===== config.mk =====
export PLATFORM = sky130hd
export DESIGN_NAME = prog_host_seq
export DESIGN_NICKNAME = d
export VERILOG_FILES = /design/src/rtl/psq_pkg.sv /design/src/rtl/psq_phase_timer.sv /design/src/rtl/psq_frame_pack.sv /design/src/rtl/prog_host_seq.sv
export SDC_FILE = /design/constraint.sdc
export NUM_CORES = 1
export LEC_CHECK = 0
export ABC_AREA = 1
export BUFFER_PORTS_ARGS = -buffer_cell sky130_fd_sc_hd__clkbuf_2
export CORE_ASPECT_RATIO = 1.75
export CORE_MARGIN = 10
export CORE_UTILIZATION = 35
export DETAILED_ROUTE_END_ITERATION = 6
export PLACE_DENSITY_LB_ADDON = 0.08
export SETUP_SLACK_MARGIN = 0.1
export SYNTH_ARGS = -nofsm -noshare
export SYNTH_HDL_FRONTEND = slang
export SYNTH_HIERARCHICAL = 1
export SYNTH_SLANG_ARGS = --single-unit

===== constraint.sdc =====
create_clock -name clk -period 2.02 [get_ports clk]
set_clock_uncertainty 0.2 [all_clocks]
set_input_delay 0.404 -clock clk [delete_from_list [all_inputs] [get_ports clk]]
set_output_delay 0.404 -clock clk [all_outputs]
set_load 0.05 [all_outputs]

===== src/rtl/psq_pkg.sv =====
package psq_pkg;

    localparam int CMD_BITS   = 6;
    localparam int WORD_BITS  = 14;
    localparam int FRAME_BITS = WORD_BITS + 2;
    localparam int BIT_W      = $clog2(FRAME_BITS);

    typedef enum logic [2:0] {
        ST_IDLE,
        ST_CMD_HI,
        ST_CMD_LO,
        ST_GAP_MID,
        ST_DAT_HI,
        ST_DAT_LO,
        ST_GAP_END
    } psq_state_e;

endpackage


===== src/rtl/psq_phase_timer.sv =====
module psq_phase_timer #(
    parameter int CW = 8
) (
    input  logic          clk,
    input  logic          rst_n,
    input  logic          load_i,
    input  logic [CW-1:0] load_val_i,
    output logic          done_o
);

    logic [CW-1:0] cnt_d, cnt_q;

    always_comb begin
        cnt_d = cnt_q;
        if (load_i) begin
            cnt_d = load_val_i;
        end else if (cnt_q != '0) begin
            cnt_d = cnt_q - 1'b1;
        end
    end

    always_ff @(posedge clk or negedge rst_n) begin
        if (!rst_n) begin
            cnt_q <= '0;
        end else begin
            cnt_q <= cnt_d;
        end
    end

    assign done_o = (cnt_q == '0);

    // A finished phase stays finished until it is reloaded
    AST_TIMER_NO_WRAP: assert property (@(posedge clk) disable iff (!rst_n)
        (!load_i && cnt_q == '0) |=> (cnt_q == '0));

endmodule


===== src/rtl/psq_frame_pack.sv =====
module psq_frame_pack #(
    parameter int WORD_W = 14,
    localparam int FW    = WORD_W + 2
) (
    input  logic [WORD_W-1:0] word_i,
    output logic [FW-1:0]     frame_o
);

    for (genvar k = 0; k < FW; k++) begin : g_bit
        if (k == 0 || k == FW - 1) begin : g_mark
            assign frame_o[k] = 1'b0;
        end else begin : g_pay
            assign frame_o[k] = word_i[k-1];
        end
    end

endmodule


===== src/rtl/prog_host_seq.sv =====
module prog_host_seq
    import psq_pkg::*;
#(
    parameter int HALF_CYC = 4,
    parameter int GAP_CYC  = 250
) (
    input  logic                 clk,
    input  logic                 rst_n,
    input  logic                 req_valid,
    input  logic [CMD_BITS-1:0]  req_cmd,
    input  logic [WORD_BITS-1:0] req_wdata,
    input  logic                 req_has_data,
    input  logic                 req_is_read,
    output logic                 busy,
    output logic                 rsp_valid,
    output logic [WORD_BITS-1:0] rsp_rdata,
    output logic                 sclk,
    output logic                 sdata_out,
    output logic                 sdata_oe,
    input  logic                 sdata_in
);

    localparam int MAXC = (GAP_CYC > HALF_CYC) ? GAP_CYC : HALF_CYC;
    localparam int CW   = $clog2(MAXC + 1);
    localparam logic [CW-1:0]    HALF_LD   = CW'(HALF_CYC - 1);
    localparam logic [CW-1:0]    GAP_LD    = CW'(GAP_CYC - 1);
    localparam logic [CW-1:0]    GAP_SAT   = CW'(GAP_CYC);
    localparam logic [BIT_W-1:0] CMD_LAST  = BIT_W'(CMD_BITS - 1);
    localparam logic [BIT_W-1:0] FRM_LAST  = BIT_W'(FRAME_BITS - 1);
    localparam logic [BIT_W-1:0] PAY_FIRST = BIT_W'(1);
    localparam logic [BIT_W-1:0] PAY_LAST  = BIT_W'(FRAME_BITS - 2);

    typedef struct packed {
        psq_state_e           st;
        logic [BIT_W-1:0]     bit_idx;
        logic [CMD_BITS-1:0]  cmd;
        logic [WORD_BITS-1:0] wdata;
        logic                 has_data;
        logic                 is_read;
        logic                 sclk;
        logic                 sdo;
        logic                 oe;
        logic [WORD_BITS-1:0] rd;
        logic                 rsp_v;
    } seq_regs_t;

    localparam seq_regs_t REGS_RST = '{
        st:       ST_IDLE,
        bit_idx:  '0,
        cmd:      '0,
        wdata:    '0,
        has_data: 1'b0,
        is_read:  1'b0,
        sclk:     1'b0,
        sdo:      1'b0,
        oe:       1'b1,
        rd:       '0,
        rsp_v:    1'b0
    };

    seq_regs_t r_d, r_q;

    logic                  tmr_load;
    logic [CW-1:0]         tmr_val;
    logic                  tmr_done;
    logic [FRAME_BITS-1:0] tx_frame;
    logic [CMD_BITS-1:0]   cmd_shift;
    logic [FRAME_BITS-1:0] frm_shift;
    logic [BIT_W-1:0]      bit_next;

    psq_frame_pack #(
        .WORD_W (WORD_BITS)
    ) u_pack (
        .word_i  (r_q.wdata),
        .frame_o (tx_frame)
    );

    psq_phase_timer #(
        .CW (CW)
    ) u_tmr (
        .clk        (clk),
        .rst_n      (rst_n),
        .load_i     (tmr_load),
        .load_val_i (tmr_val),
        .done_o     (tmr_done)
    );

    assign bit_next  = r_q.bit_idx + 1'b1;
    assign cmd_shift = r_q.cmd >> bit_next;
    assign frm_shift = tx_frame >> bit_next;

    always_comb begin
        r_d       = r_q;
        r_d.rsp_v = 1'b0;
        tmr_load  = 1'b0;
        tmr_val   = HALF_LD;

        unique case (r_q.st)
            ST_IDLE: begin
                if (req_valid) begin
                    r_d.cmd      = req_cmd;
                    r_d.wdata    = req_wdata;
                    r_d.has_data = req_has_data;
                    r_d.is_read  = req_has_data & req_is_read;
                    r_d.st       = ST_CMD_HI;
                    r_d.bit_idx  = '0;
                    r_d.sclk     = 1'b1;
                    r_d.sdo      = req_cmd[0];
                    r_d.oe       = 1'b1;
                    tmr_load     = 1'b1;
                    tmr_val      = HALF_LD;
                end
            end

            ST_CMD_HI: begin
                if (tmr_done) begin
                    r_d.st   = ST_CMD_LO;
                    r_d.sclk = 1'b0;
                    tmr_load = 1'b1;
                    tmr_val  = HALF_LD;
                end
            end

            ST_CMD_LO: begin
                if (tmr_done) begin
                    tmr_load = 1'b1;
                    if (r_q.bit_idx == CMD_LAST) begin
                        r_d.st  = r_q.has_data ? ST_GAP_MID : ST_GAP_END;
                        r_d.sdo = 1'b0;
                        r_d.oe  = ~r_q.is_read;
                        tmr_val = GAP_LD;
                    end else begin
                        r_d.st      = ST_CMD_HI;
                        r_d.bit_idx = bit_next;
                        r_d.sclk    = 1'b1;
                        r_d.sdo     = cmd_shift[0];
                        tmr_val     = HALF_LD;
                    end
                end
            end

            ST_GAP_MID: begin
                if (tmr_done) begin
                    r_d.st      = ST_DAT_HI;
                    r_d.bit_idx = '0;
                    r_d.sclk    = 1'b1;
                    r_d.sdo     = r_q.is_read ? 1'b0 : tx_frame[0];
                    tmr_load    = 1'b1;
                    tmr_val     = HALF_LD;
                end
            end

            ST_DAT_HI: begin
                if (tmr_done) begin
                    if (r_q.is_read && r_q.bit_idx >= PAY_FIRST && r_q.bit_idx <= PAY_LAST) begin
                        r_d.rd = {sdata_in, r_q.rd[WORD_BITS-1:1]};
                    end
                    r_d.st   = ST_DAT_LO;
                    r_d.sclk = 1'b0;
                    tmr_load = 1'b1;
                    tmr_val  = HALF_LD;
                end
            end

            ST_DAT_LO: begin
                if (tmr_done) begin
                    tmr_load = 1'b1;
                    if (r_q.bit_idx == FRM_LAST) begin
                        r_d.st    = ST_GAP_END;
                        r_d.sdo   = 1'b0;
                        r_d.rsp_v = r_q.is_read;
                        tmr_val   = GAP_LD;
                    end else begin
                        r_d.st      = ST_DAT_HI;
                        r_d.bit_idx = bit_next;
                        r_d.sclk    = 1'b1;
                        r_d.sdo     = r_q.is_read ? 1'b0 : frm_shift[0];
                        tmr_val     = HALF_LD;
                    end
                end
            end

            ST_GAP_END: begin
                if (tmr_done) begin
                    r_d.st  = ST_IDLE;
                    r_d.sdo = 1'b0;
                    r_d.oe  = 1'b1;
                end
            end

            default: begin
                r_d = REGS_RST;
            end
        endcase
    end

    always_ff @(posedge clk or negedge rst_n) begin
        if (!rst_n) begin
            r_q <= REGS_RST;
        end else begin
            r_q <= r_d;
        end
    end

    assign busy      = (r_q.st != ST_IDLE);
    assign rsp_valid = r_q.rsp_v;
    assign rsp_rdata = r_q.rd;
    assign sclk      = r_q.sclk;
    assign sdata_out = r_q.sdo;
    assign sdata_oe  = r_q.oe;

    // Run length of low serial clock, saturating at the gap length
    logic [CW-1:0] low_run_q;

    always_ff @(posedge clk or negedge rst_n) begin
        if (!rst_n) begin
            low_run_q <= GAP_SAT;
        end else if (r_q.sclk) begin
            low_run_q <= '0;
        end else if (low_run_q != GAP_SAT) begin
            low_run_q <= low_run_q + 1'b1;
        end
    end

    AST_SCLK_IDLE_LOW: assert property (@(posedge clk) disable iff (!rst_n)
        !busy |-> !sclk);

    AST_SDO_HOLD_HIGH: assert property (@(posedge clk) disable iff (!rst_n)
        (sclk && $past(sclk)) |-> $stable(sdata_out));

    AST_READ_RELEASE: assert property (@(posedge clk) disable iff (!rst_n)
        (r_q.is_read && (r_q.st == ST_DAT_HI || r_q.st == ST_DAT_LO)) |-> !sdata_oe);

    AST_RSP_SINGLE: assert property (@(posedge clk) disable iff (!rst_n)
        rsp_valid |=> !rsp_valid);

    AST_RSP_READ_ONLY: assert property (@(posedge clk) disable iff (!rst_n)
        rsp_valid |-> (r_q.is_read && r_q.st == ST_GAP_END));

    AST_FRAME_GAP: assert property (@(posedge clk) disable iff (!rst_n)
        ($rose(sclk) && r_q.bit_idx == '0) |-> (low_run_q >= GAP_SAT));

    AST_ACCEPT_IDLE: assert property (@(posedge clk) disable iff (!rst_n)
        $rose(busy) |-> $past(req_valid));

endmodule


# Word level (Yosys, flattened, before mapping)
# Index checks and enable logic that the tools add are counted.
[word_totals]
input_bits = 26
regBits = 55
out_inout_bits = 19
[op_classes]
n_eq_ne = 20
n_lt_le_gt_ge = 2
shift = 2
addsub = 2
muxes = 45
n_reduce_logical = 20
bitwise = 8
[ops]
columns = ["cell", "n"]
rows = [
  ["two-way mux 8 bit", 6],
  ["one-hot mux 22 bit (2 select lines)", 1],
  ["two-way mux 32 bit", 1],
  ["two-way mux 14 bit", 2],
  ["one-hot mux 14 bit (2 select lines)", 1],
  ["inequality test 2 bit, second input constant", 11],
  ["two-way mux 7 bit", 3],
  ["one-hot mux 3 bit (7 select lines)", 1],
  ["one-hot mux 4 bit (5 select lines)", 1],
  ["two-way mux 3 bit", 6],
  ["one-hot mux 8 bit (2 select lines)", 1],
  [">> shifter 15 x 4 -> 1 bit", 1],
  ["AND reduction 7 bit", 2],
  ["two-way mux 1 bit", 12],
  ["one-hot mux 1 bit (6 select lines)", 2],
  ["OR reduction 6 bit", 2],
  ["== test 3 bit, second input constant", 3],
  ["zero test 8 bit", 1],
  ["two-way mux 2 bit", 4],
  ["two-way mux 4 bit", 2],
  ["AND reduction 8 bit", 1],
  ["nonzero test 8 bit", 1],
  ["subtractor 8 x 1 -> 8 bit, second input constant", 1],
  ["inverter 1 bit", 7],
  ["other kinds (24)", 26],
]

# Depth between registers and ports, before layout
# Gate-level depths: netlist (run 1).
[logic_depth]
ltp_word = 6
ltp_mapped = 13

# Cells and area by module
# Netlist (run 1), hierarchy kept.
[modules_own_cells]
columns = ["mod", "area_each_um2", "cells_per_inst", "instances"]
rows = [
  ["prog_host_seq", 2770.2, 368, 1],
  ["psq_phase_timer", 518.0, 74, 1],
  ["psq_frame_pack", 123.9, 17, 1],
]

# Worst setup path before layout (run 1)
# No wires, ideal clock.
[synth_timing]
path_kind = "flip-flop to flip-flop"
start = "reg u_tmr.cnt_q[0]"
end = "reg u_tmr.cnt_q[0]"
path_slack_ns = -0.210
path_stages_with_launch = 11
required_time_ns = 1.702
path_buffers = 1
period_less_slack_ns = 2.230
arrival_time_ns = 1.912
setup_ns = 0.118
path_cell_list = "dfrtp_1 -> inv_1 -> ha_1 -> nand3_2 -> nor2_4 -> inv_1 -> o31ai_1 -> clkbuf_4 -> o21ai_0 -> nand2_1 -> o21ai_2"
[synth_between]
elab_chain_len = 4
elab_cells_between_ends = 11
[synth_rtl]
columns = ["item", "line", "source"]
rows = [
  ["start, declared", "psq_phase_timer.sv:11", "logic [CW-1:0] cnt_d, cnt_q;"],
  ["start signal, assigned", "psq_phase_timer.sv:26", "cnt_q <= cnt_d;"],
  ["zero test 8 bit (*)", "psq_phase_timer.sv:30", "assign done_o = (cnt_q == '0);"],
  ["named net tmr_done", "prog_host_seq.sv:65", "logic tmr_done;"],
  ["two-way mux 1 bit (*)", "-", ""],
  ["one-hot mux 1 bit (2 select lines) (*)", "prog_host_seq.sv:98", "unique case (r_q.st)"],
  ["named net tmr_load", "prog_host_seq.sv:63", "logic tmr_load;"],
  ["two-way mux 8 bit / nonzero test 2 bit (equally long branches)", "-", ""],
]
# The timed path passes the listed nets; every way through them passes the cells marked *. The select of a mux whose other input is x is not followed.
# A chain may end at the register's enable or synchronous reset.

# Worst setup path in the final report (run 1)
# Ends and elaborated chain as after synthesis.

==> results of run 1 <==
==> stage by stage <==
stage | TNS (ps) | hold WS, ps | cell area [sq um]
3_3_place_gp | 0 | 240 | 3680
4_1_cts | 0 | 115 | 3880
3_5_place_dp | 0 | 240 | 3680
6_report | 0 | 117 | 4110
5_1_grt | -55.5 | 141 | 4110
2_1_floorplan | 0 | -91.6 | 3490
==> power groups by stage <==
stage	registers [uW]	clock network, uW	logic (uW)
after floorplan	1700	0	2220
after global placement	1730	0	2660
after detailed placement	1740	0	2670
after CTS	1720	939	2740
after global routing	1770	981	3490
final	1720	917	3080
==> cells by family after synthesis <==
kind of cell / after synthesis / synth area share [%]
fa+ha+maj: 5 / 1.83
flops: 55 / 40.4
other cells: 3 / 0.330
buf+inv: 108 / 16.8
xor+xnor: 5 / 1.28
simple gates: 234 / 30.9
compound gates: 49 / 8.43
==> state kept, by name, summed over array words and instances, names as in the netlist <==
name and flops:
rsp_valid 1, u_tmr/cnt_q 8, sclk 1, r_q 29, sdata_oe 1, sdata_out 1
rsp_rdata 14
==> area by class of cell <==
cell class | count | area [sq um] | area share [%]
Clock buffer | 5 | 125 | 3.05
Sequential cell | 55 | 1380 | 33.7
Multi-Input combinational cell | 299 | 1630 | 39.7
Inverter | 62 | 241 | 5.88
Clock inverter | 3 | 25.0 | 0.610
Tap cell | 122 | 153 | 3.72
Timing Repair Buffer | 82 | 546 | 13.3
==> tightest hold or removal path: stages <==
cell                       delay (ps)
sky130_fd_sc_hd__clkbuf_2          80
sky130_fd_sc_hd__nand3_1           60
sky130_fd_sc_hd__nand2_1           40
==> final timing paths <==
path	startpoint	end	slack [ps]	cells past startpoint
worst max-delay path	u_tmr/cnt_q[0]	u_tmr/cnt_q[0]	80	11
worst min-delay path	req_wdata[9]	r_q[29]	120	3
worst min register to register	r_q[24]	r_q[24]	280	2
min in group asynchronous	rst_n	rsp_rdata[5]	440	3
worst max register to register	u_tmr/cnt_q[0]	u_tmr/cnt_q[0]	80	11
max in group asynchronous	rst_n	sdata_oe	890	3
==> Yosys cell counts (4+ instances only) <==
| library cell | count |
|---|---|
| sky130_fd_sc_hd__buf_2 | 4 |
| sky130_fd_sc_hd__o21ai_1 | 7 |
| sky130_fd_sc_hd__o21ai_2 | 4 |
| sky130_fd_sc_hd__inv_2 | 7 |
| sky130_fd_sc_hd__buf_6 | 5 |
| sky130_fd_sc_hd__a21oi_1 | 5 |
| sky130_fd_sc_hd__nand4_1 | 14 |
| sky130_fd_sc_hd__buf_4 | 32 |
| sky130_fd_sc_hd__nor2_1 | 23 |
| sky130_fd_sc_hd__inv_1 | 55 |
| sky130_fd_sc_hd__dfrtp_1 | 54 |
| sky130_fd_sc_hd__nand3_1 | 48 |
| sky130_fd_sc_hd__nand2_1 | 128 |
| sky130_fd_sc_hd__ha_1 | 5 |
| sky130_fd_sc_hd__nor3_1 | 6 |
| sky130_fd_sc_hd__o21ai_0 | 28 |
==> per-layer routing <==
layer | track usage [%] | vias up
li1 | - | 1509
met4 | 4.29 | 0
met5 | 0 | -
met1 | 12.8 | 1387
met3 | 2.29 | 11
met2 | 24.3 | 50
==> what timing repair did <==
item | in CTS | in global routing
resized for setup | 4 | 50
buffers inserted | 2 | 12
hold endpoints to repair | 54 | 0
hold buffers | 1 | 0
pin swaps | 2 | 21
setup endpoints to repair | 20 | 50
gates cloned | 1 | 1
==> qor.json, run 1 <==
{
  "timing": {
    "setup_ws_ps": 84.4,
    "setup_viol": 0,
    "timing.final.crit_period_ps": 1940,
    "rsz0062_at_grt": "yes",
    "min_period_over_period_pct": 95.8,
    "slew_viol_final": 0,
    "f_max_mhz": 517,
    "hold_viol": 0
  },
  "pwr": {
    "max-vdd-ir-drop_uv": 509,
    "power_switching_share_pct": 45.5,
    "leakage_power_uw": 0.00211,
    "power.switching_uw": 2600,
    "power.total_uw": 5720,
    "power.density_nw_per_um2": 1390,
    "comb_power_share_pct": 53.9,
    "fraction_of_power_consumed_by_sequential_logic_pct": 30.1,
    "clock_power_share_pct": 16.0,
    "power_report.internal_total_uw": 3110
  },
  "die": {
    "ios": 45,
    "core_region_area_sq_um": 9470,
    "start_util_pct": 36.0,
    "floorplan.die.width_um": 94.6,
    "num_rows": 47,
    "die_height_um": 151,
    "floorplan.die_area_sq_um": 14300
  },
  "global_routing": {
    "grt_antenna_before_repair": 0,
    "grt.overflow.total": 0,
    "track_usage_pct": 12.6,
    "first_global_vias": 3050,
    "grt_pass1_wl_mm": 14.4,
    "grt_max_degree": 56
  },
  "final_layout": {
    "synthToLayoutAreaGrowth_pct": 20.3,
    "final_layout_size_suffix_gt1_share_pct": 30.6,
    "stdcell_count": 628,
    "commonest_non_fill_non_tap_cell_in_the_layout": "sky130_fd_sc_hd__nand2_1",
    "commonest_cells_after_routing_fill_and_taps_aside": "sky130_fd_sc_hd__nand2_1, sky130_fd_sc_hd__dfrtp_1, sky130_fd_sc_hd__inv_1, sky130_fd_sc_hd__nand3_1, sky130_fd_sc_hd__clkbuf_2",
    "filler_cell_count": 1018,
    "net_count_of_the_finished_layout": 536,
    "antenna_cells": 0,
    "layout.core_utilization_pct": 43.4
  },
  "route": {
    "detail_route.wirelength_mm": 8.74,
    "wire_length_on_met1_mm": 3.33,
    "drtPass1Iterations": 4,
    "final_antenna_net_count": 0,
    "drc": 0,
    "highest_layer": "met4",
    "route.detailed.vias_per_inst": 4.71,
    "detailedRoute.firstIterationViolations": 114,
    "met3_wirelength_um": 296,
    "met2WireLength_mm": 4.94,
    "route.detailed.wl_per_inst_um": 13.9,
    "via_count": 2957
  },
  "critical_path": {
    "arrival_ps": 1970,
    "timing.critical_path.max_delay_family": "compound AO/OA/AOI/OAI gates",
    "end_kind": "flop",
    "critical_path_buf_inv_count": 3,
    "cpPeakStageDelay_ps": 390,
    "critical_path.most_common_cell": "sky130_fd_sc_hd__o21ai_2",
    "worst-path-max-fanout": 5,
    "setup.worst_path.class": "reg2reg",
    "crit_path_start_kind": "flop",
    "cpMaxStageDelayCell": "sky130_fd_sc_hd__dfrtp_1",
    "critical_path_required_ps": 2050,
    "critical_path.cell_chain": "inv_2 -> ha_4 -> nand3_4 -> nor2_4 -> inv_4 -> o31ai_4 -> buf_6 -> nand2_2 -> o21ai_2 -> nand2_1 -> o21ai_2"
  },
  "run_status": {
    "outcome": "completed"
  },
  "clock_tree": {
    "cts_root_buf": "sky130_fd_sc_hd__clkbuf_16",
    "clock_latency_ps": 300,
    "clkSlewWorstSetupHoldPaths_ps": 80,
    "clock-sinks": 55,
    "cts_buffers": 5,
    "tritoncts": "yes",
    "clock_buffer_depth": 2,
    "htree_num_levels": 2
  },
  "placement": {
    "port_buf_inserts": 44,
    "dpl_worst_slack_ps": 0.547,
    "placed_instance_count": 603,
    "gp_congestion": 0.943,
    "dp.final_hpwl_mm": 6.45
  },
  "synth": {
    "synth-warning-count": 6,
    "synth-seq-area-share_pct": 40.4,
    "syn_avg_cell_area_sq_um": 7.43,
    "ys_ff_latch": 55,
    "postSynth.topFlopCell": "sky130_fd_sc_hd__dfrtp_1",
    "synthDistinctLibCells": 36,
    "netlist.top_cell.by_area": "sky130_fd_sc_hd__dfrtp_1",
    "async_flop_share_pct": 100,
    "synth_largest_type_area_fraction_pct": 39.6,
    "post_synth_edffs": 0,
    "synth.cell_area_sq_um": 3410,
    "synth_area_leaders": "sky130_fd_sc_hd__dfrtp_1, sky130_fd_sc_hd__nand2_1, sky130_fd_sc_hd__nand3_1, sky130_fd_sc_hd__buf_4, sky130_fd_sc_hd__inv_1",
    "postSynthCellCount": 459
  },
  "run": {
    "timing.max_cap.violations": 0
  },
  "hold_path": {
    "holdCritPathClass": "in2reg"
  }
}
No activity file was read; power rests on OpenSTA's default activity.
==> inputs of run 2 (changes only) <==
Settings changed: CTS_BUF_LIST from default to sky130_fd_sc_hd__clkbuf_2.
==> qor.json, run 2 (synthesized netlist as in run 1, its figures left out) <==
{
  "run_status": {
    "outcome": "completed"
  },
  "die": {
    "start_util": {"value": 36.0, "unit": "%", "change": "unchanged"},
    "floorplan.die.width": {"value": 94.6, "unit": "um", "change": "unchanged"},
    "die_height": {"value": 151, "unit": "um", "change": "unchanged"},
    "floorplan.die_area": {"value": 14300, "unit": "sq um", "change": "unchanged"},
    "num_rows": {"value": 47, "change": "unchanged"},
    "core_region_area": {"value": 9470, "unit": "sq um", "change": "unchanged"},
    "ios": {"value": 45, "change": "unchanged"}
  },
  "critical_path": {
    "regToRegSetupSlack": {"value": 60, "unit": "ps", "change": "-20 ps"},
    "reg2reg_to": "u_tmr/cnt_q[0]",
    "cpPeakStageDelay": {"value": 520, "unit": "ps", "change": "+130 ps"},
    "length_in_cells_of_the_worst_reg_to_reg_path": {"value": 11, "change": "unchanged"},
    "timing.critical_path.max_delay_family": "flip-flops",
    "arrival": {"value": 1390, "unit": "ps", "change": "-580 ps"},
    "crit_path_start_kind": "flop",
    "critical_path_required": {"value": 1420, "unit": "ps", "change": "-630 ps"},
    "cpMaxStageDelayCell": "sky130_fd_sc_hd__dfrtp_2",
    "worst-path-max-fanout": {"value": 2, "change": "-3"},
    "critical_path_buf_inv_count": {"value": 1, "change": "-2"},
    "setup.worst_path.class": "reg2out",
    "end_kind": "primary output",
    "critical_path.cell_chain": "nor2_4 -> nand2_4 -> clkbuf_16",
    "regToRegStartpoint": "u_tmr/cnt_q[1]"
  },
  "timing": {
    "final.setup.tns": {"value": 0, "unit": "ps", "change": "unchanged"},
    "slew_viol_final": {"value": 0, "change": "unchanged"},
    "setup_ws": {"value": 27.5, "unit": "ps", "change": "-56.9 ps"},
    "min_period_over_period": {"value": 98.6, "unit": "%", "change": "+2.8 points"},
    "rsz0062_at_grt": "yes",
    "hold_viol": {"value": 0, "change": "unchanged"},
    "timing.final.crit_period": {"value": 1990, "unit": "ps", "change": "+56.9 ps"},
    "f_max": {"value": 502, "unit": "MHz", "change": "-2.9%"},
    "setup_viol": {"value": 0, "change": "unchanged"}
  },
  "final_layout": {
    "commonest_non_fill_non_tap_cell_in_the_layout": "sky130_fd_sc_hd__nand2_1",
    "stdcell_count": {"value": 661, "change": "+5.3%"},
    "layout.core_utilization": {"value": 46.8, "unit": "%", "change": "+3.4 points"},
    "net_count_of_the_finished_layout": {"value": 568, "change": "+6.0%"},
    "largest_reg_flops": {"value": 29, "change": "unchanged"},
    "commonest_cells_after_routing_fill_and_taps_aside": "sky130_fd_sc_hd__nand2_1, sky130_fd_sc_hd__dfrtp_1, sky130_fd_sc_hd__nand3_1, sky130_fd_sc_hd__inv_1, sky130_fd_sc_hd__clkbuf_2",
    "filler_cell_count": {"value": 990, "change": "-2.8%"},
    "synthToLayoutAreaGrowth_pct": 29.8,
    "largest-register": "r_q",
    "final_layout_size_suffix_gt1_share": {"value": 31.4, "unit": "%", "change": "+0.78 points"}
  },
  "route": {
    "via_count": {"value": 3110, "change": "+5.2%"},
    "drtPass1Iterations": {"value": 5, "change": "+1"},
    "route.detailed.wl_per_inst": {"value": 13.7, "unit": "um", "change": "-1.2%"},
    "detailedRoute.firstIterationViolations": {"value": 113, "change": "-0.88%"},
    "route.detailed.vias_per_inst": {"value": 4.70, "change": "about the same"},
    "detail_route.wirelength": {"value": 9.08, "unit": "mm", "change": "+3.9%"},
    "drc": {"value": 0, "change": "unchanged"},
    "final_antenna_net_count": {"value": 0, "change": "unchanged"}
  },
  "pwr": {
    "leakage_power": {"value": 0.00224, "unit": "uW", "change": "+6.2%"},
    "power.total": {"value": 5600, "unit": "uW", "change": "-2.1%"},
    "power.density": {"value": 1260, "unit": "nW/um^2", "change": "-9.3%"},
    "max-vdd-ir-drop": {"value": 550, "unit": "uV", "change": "+7.9%"}
  },
  "clock_tree": {
    "clock_latency": {"value": 510, "unit": "ps", "change": "+210 ps"},
    "clock_buffer_depth": {"value": 2, "change": "unchanged"},
    "clkSlewWorstSetupHoldPaths": {"value": 310, "unit": "ps", "change": "+230 ps"},
    "cts_root_buf": "sky130_fd_sc_hd__clkbuf_2",
    "clock-sinks": {"value": 55, "change": "unchanged"},
    "tritoncts": "yes",
    "cts_buffers": {"value": 5, "change": "unchanged"},
    "htree_num_levels": {"value": 2, "change": "unchanged"}
  },
  "global_routing": {
    "grt_antenna_before_repair": {"value": 1, "change": "+1"},
    "grt.overflow.total": {"value": 0, "change": "unchanged"},
    "track_usage": {"value": 13.2, "unit": "%", "change": "+0.63 points"},
    "grt_max_degree": {"value": 56, "change": "unchanged"},
    "grt_pass1_wl": {"value": 15.2, "unit": "mm", "change": "+5.1%"},
    "first_global_vias": {"value": 3228, "change": "+5.8%"}
  },
  "placement": {
    "dp.final_hpwl": {"value": 6.45, "unit": "mm", "change": "unchanged"},
    "port_buf_inserts": {"value": 44, "change": "unchanged"},
    "dpl_worst_slack": {"value": 0.547, "unit": "ps", "change": "unchanged"},
    "placed_instance_count": {"value": 603, "change": "unchanged"},
    "gp_congestion": {"value": 0.943, "change": "unchanged"}
  },
  "run": {
    "timing.max_cap.violations": {"value": 0, "change": "unchanged"}
  },
  "hold_path": {
    "min_to": "r_q[18]",
    "cell_depth_of_the_worst_min_delay_path": {"value": 4, "change": "+1"},
    "holdCritPathClass": "in2reg",
    "worstHoldStart": "req_valid"
  }
}
-- run 2: cell count changes in the layout (fill, tap and decap cells not counted), sizes merged --
| cell | before | now |
|---|---|---|
| clkbuf | 49 | 47 |
| dlygate4sd3 | 1 | 24 |
| buf | 37 | 48 |
| diode | 0 | 1 |
-- run 2: routing by layer --
metal	global-route usage (%)	vias up	routed length [um]
met5	0	-	0
met4	5.86	0	329
met3	2.54	19	303
met2	25.4	57	5020
met1	12.9	1454	3430
li1	-	1580	-
-- run 2: power breakdown --
part	internal (uW)	switching (uW)
clock	94.9	401
combinational	1400	2010
sequential	1450	234
-- run 2: how the worst max path moves through the flow --
stage                        start       endpoint  slack, ps  cells after the start
global route               r_q[46]        r_q[43]        -60                     11
detailed placement  u_tmr/cnt_q[1]   rsp_rdata[5]        0.5                     10
floorplan           u_tmr/cnt_q[1]  rsp_rdata[13]        110                     11
CTS                        r_q[44]           busy        -40                      3
finish                     r_q[45]           busy         30                      3
global placement    u_tmr/cnt_q[1]   rsp_rdata[2]         30                     10
-- run 2: tightest hold or removal path: stages --
cell and delay (ps):
sky130_fd_sc_hd__clkbuf_2 130, sky130_fd_sc_hd__nand2_4 90, sky130_fd_sc_hd__nand2_4 130, sky130_fd_sc_hd__o22ai_1 80
-- run 2: metrics by stage --
stage                     hold WS (ps)  cell area, sq um
final                              128              4430
after floorplan                  -91.6              3490
after CTS                         77.3              4170
after global placement             240              3680
after detailed placement           240              3680
after global routing               104              4430
-- run 2: what timing repair did --
item | CTS | global route
buffers inserted | 10 | 13
hold buffers | 24 | 0
endpoints found under the setup margin | 29 | 53
gates resized for setup | 23 | 70
cloned | 2 | 0
pin swaps | 5 | 25
endpoints found under the hold margin | 78 | 0
-- run 2: cell type report --
type	instances	area, sq um	share of cell area (%)
clock inverter	3	25.0	0.565
inverter	62	244	5.51
antenna	1	2.50	0.0565
multi-input combinational	299	1660	37.4
sequential	55	1380	31.2
tap	122	153	3.45
timing repair buffer	114	940	21.2
clock buffer	5	25.0	0.565
==> inputs of run 3 (changes only) <==
Settings changed: ABC_AREA 1 to default, SETUP_SLACK_MARGIN 0.1 to 0.15.
==> qor.json, run 3 <==
{
  "critical_path": {
    "setup.worst_path.class": "reg2reg",
    "critical_path_required": {"value": 2220, "unit": "ps", "change": "+800 ps"},
    "arrival": {"value": 2630, "unit": "ps", "change": "+1240 ps"},
    "critical_path.cell_chain": "or4_4 -> nor3_4 -> buf_6 -> nor2b_4 -> o21ai_2 -> a21oi_4 -> mux2_4",
    "critical_path_buf_inv_count": {"value": 1, "change": "unchanged"},
    "crit_path_start_kind": "flop",
    "cpPeakStageDelay": {"value": 560, "unit": "ps", "change": "+40 ps"},
    "cpMaxStageDelayCell": "sky130_fd_sc_hd__or4_4",
    "length_in_cells_of_the_worst_reg_to_reg_path": {"value": 7, "change": "-4"},
    "regToRegSetupSlack": {"value": -410, "unit": "ps", "change": "-470 ps"},
    "worst-path-max-fanout": {"value": 7, "change": "+5"},
    "end_kind": "flop",
    "timing.critical_path.max_delay_family": "simple AND/OR/NAND/NOR gates",
    "reg2reg_to": "r_q[43]",
    "regToRegStartpoint": "u_tmr/cnt_q[5]"
  },
  "final_layout": {
    "commonest_non_fill_non_tap_cell_in_the_layout": "sky130_fd_sc_hd__nand2_1",
    "net_count_of_the_finished_layout": {"value": 507, "change": "-11%"},
    "layout.core_utilization": {"value": 50.7, "unit": "%", "change": "+4.0 points"},
    "antenna_cells": {"value": 0, "change": "-1"},
    "stdcell_count": {"value": 597, "change": "-9.7%"},
    "commonest_cells_after_routing_fill_and_taps_aside": "sky130_fd_sc_hd__nand2_1, sky130_fd_sc_hd__buf_4, sky130_fd_sc_hd__dfrtp_1, sky130_fd_sc_hd__clkbuf_2, sky130_fd_sc_hd__o21ai_1",
    "largest-register": "r_q",
    "final_layout_size_suffix_gt1_share": {"value": 37.7, "unit": "%", "change": "+6.3 points"},
    "synthToLayoutAreaGrowth_pct": 40.7,
    "largest_reg_flops": {"value": 29, "change": "unchanged"}
  },
  "timing": {
    "f_max": {"value": 411, "unit": "MHz", "change": "-18%"},
    "slew_viol_final": {"value": 0, "change": "unchanged"},
    "min_period_over_period": {"value": 120, "unit": "%", "change": "+22 points"},
    "whs": {"value": 17.8, "unit": "ps", "change": "-110 ps"},
    "setup_viol": {"value": 33, "change": "+33"},
    "remaining_max_slew_budget_at_the_tightest_pin_pct": 67.3,
    "worst_pin_slew_ps": 486,
    "hold_viol": {"value": 0, "change": "unchanged"},
    "setup_ws": {"value": -411, "unit": "ps", "change": "-438 ps"},
    "rsz0062_at_grt": "yes",
    "final.setup.tns": {"value": -9720, "unit": "ps", "change": "-9720 ps"},
    "timing.final.crit_period": {"value": 2430, "unit": "ps", "change": "+438 ps"}
  },
  "placement": {
    "dp.final_hpwl": {"value": 6.34, "unit": "mm", "change": "-1.8%"},
    "port_buf_inserts": {"value": 44, "change": "unchanged"},
    "gp_congestion": {"value": 0.819, "change": "-13%"},
    "placed_instance_count": {"value": 546, "change": "-9.5%"}
  },
  "run": {
    "timing.max_cap.violations": {"value": 0, "change": "unchanged"}
  },
  "synth": {
    "synthDistinctLibCells": {"value": 63, "change": "+75%"},
    "compound_gate_portion_of_the_synthesized_area": {"value": 16.5, "unit": "%", "change": "+8.0 points"},
    "post_synth_most_frequent_cells": "sky130_fd_sc_hd__nand2_1, sky130_fd_sc_hd__dfrtp_1, sky130_fd_sc_hd__o21ai_0, sky130_fd_sc_hd__buf_4, sky130_fd_sc_hd__nor2_1",
    "postSynth.topFlopCell": "sky130_fd_sc_hd__dfrtp_1",
    "syn_avg_cell_area": {"value": 8.73, "unit": "sq um", "change": "+17%"},
    "ys_ff_latch": {"value": 55, "change": "unchanged"},
    "synth_largest_type_area_fraction": {"value": 41.0, "unit": "%", "change": "+1.4 points"},
    "postSynthCellCount": {"value": 378, "change": "-18%"},
    "synth_area_leaders": "sky130_fd_sc_hd__dfrtp_1, sky130_fd_sc_hd__nand2_1, sky130_fd_sc_hd__o21ai_0, sky130_fd_sc_hd__buf_4, sky130_fd_sc_hd__clkbuf_8",
    "synth_top_family_by_area": "simple AND/OR/NAND/NOR gates",
    "netlist.top_cell.by_area": "sky130_fd_sc_hd__dfrtp_1",
    "area_share_of_xor_xnor_cells_in_the_synthesized_design": {"value": 1.55, "unit": "%", "change": "+0.27 points"},
    "yosysMostFrequentCell": "sky130_fd_sc_hd__nand2_1",
    "muxShareOfSynthArea": {"value": 4.78, "unit": "%", "change": "+4.8 points"},
    "async_flop_share": {"value": 100, "unit": "%", "change": "unchanged"},
    "synth.cell_area": {"value": 3300, "unit": "sq um", "change": "-3.3%"},
    "post_synth_edffs": {"value": 0, "change": "unchanged"},
    "synth-seq-area-share": {"value": 41.8, "unit": "%", "change": "+1.4 points"},
    "post_synth_fa_ha_maj_area_fraction": {"value": 1.90, "unit": "%", "change": "+0.063 points"},
    "synth_simple_gate_area_share": {"value": 20.7, "unit": "%", "change": "-10 points"},
    "synth-warning-count": {"value": 6, "change": "unchanged"}
  },
  "die": {
    "floorplan.die_area": {"value": 13900, "unit": "sq um", "change": "-2.7%"},
    "start_util": {"value": 36.1, "unit": "%", "change": "about the same"},
    "die_height": {"value": 148, "unit": "um", "change": "-1.4%"},
    "core_region_area": {"value": 9150, "unit": "sq um", "change": "-3.3%"},
    "floorplan.die.width": {"value": 93.4, "unit": "um", "change": "-1.3%"},
    "num_rows": {"value": 46, "change": "-2.1%"},
    "ios": {"value": 45, "change": "unchanged"}
  },
  "pwr": {
    "max-vdd-ir-drop": {"value": 472, "unit": "uV", "change": "-14%"},
    "power_report.internal_total": {"value": 2520, "unit": "uW", "change": "-15%"},
    "comb_power_share": {"value": 51.9, "unit": "%", "change": "-9.1 points"},
    "fraction_of_power_consumed_by_sequential_logic": {"value": 36.9, "unit": "%", "change": "+6.8 points"},
    "leakage_power": {"value": 0.00199, "unit": "uW", "change": "-11%"},
    "power_switching_share": {"value": 39.7, "unit": "%", "change": "-7.7 points"},
    "power.density": {"value": 899, "unit": "nW/um^2", "change": "-29%"},
    "clock_power_share": {"value": 11.2, "unit": "%", "change": "+2.3 points"},
    "power.switching": {"value": 1660, "unit": "uW", "change": "-37%"}
  },
  "global_routing": {
    "track_usage": {"value": 12.9, "unit": "%", "change": "-0.33 points"},
    "first_global_vias": {"value": 3028, "change": "-6.2%"},
    "grt_antenna_before_repair": {"value": 0, "change": "-1"},
    "grt_max_degree": {"value": 56, "change": "unchanged"},
    "grt_pass1_wl": {"value": 14.4, "unit": "mm", "change": "-5.1%"},
    "grt.overflow.total": {"value": 0, "change": "unchanged"}
  },
  "route": {
    "route.detailed.wl_per_inst": {"value": 14.7, "unit": "um", "change": "+6.8%"},
    "route.detailed.vias_per_inst": {"value": 4.89, "change": "+3.9%"},
    "drc": {"value": 0, "change": "unchanged"},
    "detail_route.wirelength": {"value": 8.77, "unit": "mm", "change": "-3.5%"},
    "via_count": {"value": 2919, "change": "-6.1%"},
    "drtPass1Iterations": {"value": 4, "change": "-1"},
    "detailedRoute.firstIterationViolations": {"value": 137, "change": "+21%"},
    "final_antenna_net_count": {"value": 0, "change": "unchanged"}
  },
  "clock_tree": {
    "tritoncts": "yes",
    "clkSlewWorstSetupHoldPaths": {"value": 310, "unit": "ps", "change": "about the same"},
    "cts_buffers": {"value": 5, "change": "unchanged"},
    "cts_root_buf": "sky130_fd_sc_hd__clkbuf_2",
    "clock_buffer_depth": {"value": 2, "change": "unchanged"},
    "clock_latency": {"value": 490, "unit": "ps", "change": "-20 ps"},
    "clock-sinks": {"value": 55, "change": "unchanged"},
    "htree_num_levels": {"value": 2, "change": "unchanged"}
  },
  "hold_path": {
    "worstHoldStart": "req_has_data",
    "min_to": "r_q[19]",
    "holdCritPathClass": "in2reg",
    "cell_depth_of_the_worst_min_delay_path": {"value": 4, "change": "unchanged"}
  },
  "run_status": {
    "outcome": "finished with violations",
    "failed_checks": "negative setup slack"
  }
}
[run 3: cell count changes after synthesis, moves of 4 or more]
cell                       change
sky130_fd_sc_hd__inv_1        -45
sky130_fd_sc_hd__o21ai_1       -7
sky130_fd_sc_hd__nor2_1        -5
sky130_fd_sc_hd__nand2_1      -45
sky130_fd_sc_hd__inv_2         -7
sky130_fd_sc_hd__mux2i_1       +6
sky130_fd_sc_hd__nand3_1      -41
sky130_fd_sc_hd__nand4_1      -10
sky130_fd_sc_hd__o21ai_0      +22
sky130_fd_sc_hd__clkbuf_1      +7
sky130_fd_sc_hd__clkbuf_8      +5
sky130_fd_sc_hd__nand2b_1      +4
sky130_fd_sc_hd__o21ai_2       -4
[run 3: worst max path at each step]
stage | start | endpoint | cells past startpoint
after floorplan | u_tmr/cnt_q[3] | rsp_rdata[0] | 10
after global placement | u_tmr/cnt_q[6] | sclk | 7
after detailed placement | u_tmr/cnt_q[6] | sclk | 7
after CTS | u_tmr/cnt_q[5] | r_q[43] | 7
after global routing | u_tmr/cnt_q[5] | rsp_rdata[1] | 9
final | u_tmr/cnt_q[5] | r_q[43] | 7
[run 3: layer usage]
layer / vias up / share of wire [%] / global-route usage (%)
li1: 1473 / - / -
met1: 1374 / 36 / 12.7
met2: 59 / 57 / 24.7
met3: 13 / 4.4 / 2.82
met4: 0 / 2.2 / 4.81
met5: - / 0 / 0
[run 3: tightest hold or removal path, cell delays in order]
cell	delay [ps]
sky130_fd_sc_hd__clkbuf_2	80
sky130_fd_sc_hd__nand2_1	50
sky130_fd_sc_hd__nor2_1	50
sky130_fd_sc_hd__a21o_1	150
[run 3: final cells by class]
| type | instances | area (sq um) |
|---|---|---|
| Sequential cell | 55 | 1380 |
| Clock buffer | 5 | 25.0 |
| Clock inverter | 3 | 20.0 |
| Fill cell | 854 | 4510 |
| Inverter | 10 | 42.5 |
| Timing Repair inverter | 1 | 7.51 |
| Tap cell | 120 | 150 |
| Timing Repair Buffer | 140 | 1210 |
| Multi-Input combinational cell | 263 | 1800 |
[run 3: power groups by stage]
| stage | logic (uW) | registers (uW) | clock network, uW |
|---|---|---|---|
| after CTS | 1940 | 1540 | 489 |
| after global routing | 2370 | 1580 | 523 |
| final | 2170 | 1540 | 468 |
| after detailed placement | 1650 | 1580 | 0 |
| after global placement | 1630 | 1580 | 0 |
| after floorplan | 1090 | 1640 | 0 |
[run 3: logic make-up (layout without fill, tap and decap cells)]
logic type | Yosys count | in the layout
flops | 55 | 55
mux | 11 | 11
xor+xnor | 5 | 5
fa+ha+maj | 5 | 5
compound gates | 90 | 90
other cells | 3 | 4
simple gates | 148 | 148
buf+inv | 61 | 159
[run 3: per-stage QoR]
step	power, uW	area (sq um)	setup slack, ps
2_1_floorplan	2720	3370	-653
3_3_place_gp	3220	3790	-465
3_5_place_dp	3230	3790	-490
4_1_cts	3970	4350	-367
5_1_grt	4470	4640	-514
6_report	4170	4640	-411
[run 3: timing repair]
action | in CTS | in global routing
gates resized for setup | 51 | 81
hold buffers | 23 | 0
endpoints found under the setup margin | 40 | 69
endpoints found under the hold margin | 77 | 0
cloned | 1 | 2
setup buffers | 15 | 2
pin swaps | 11 | 15
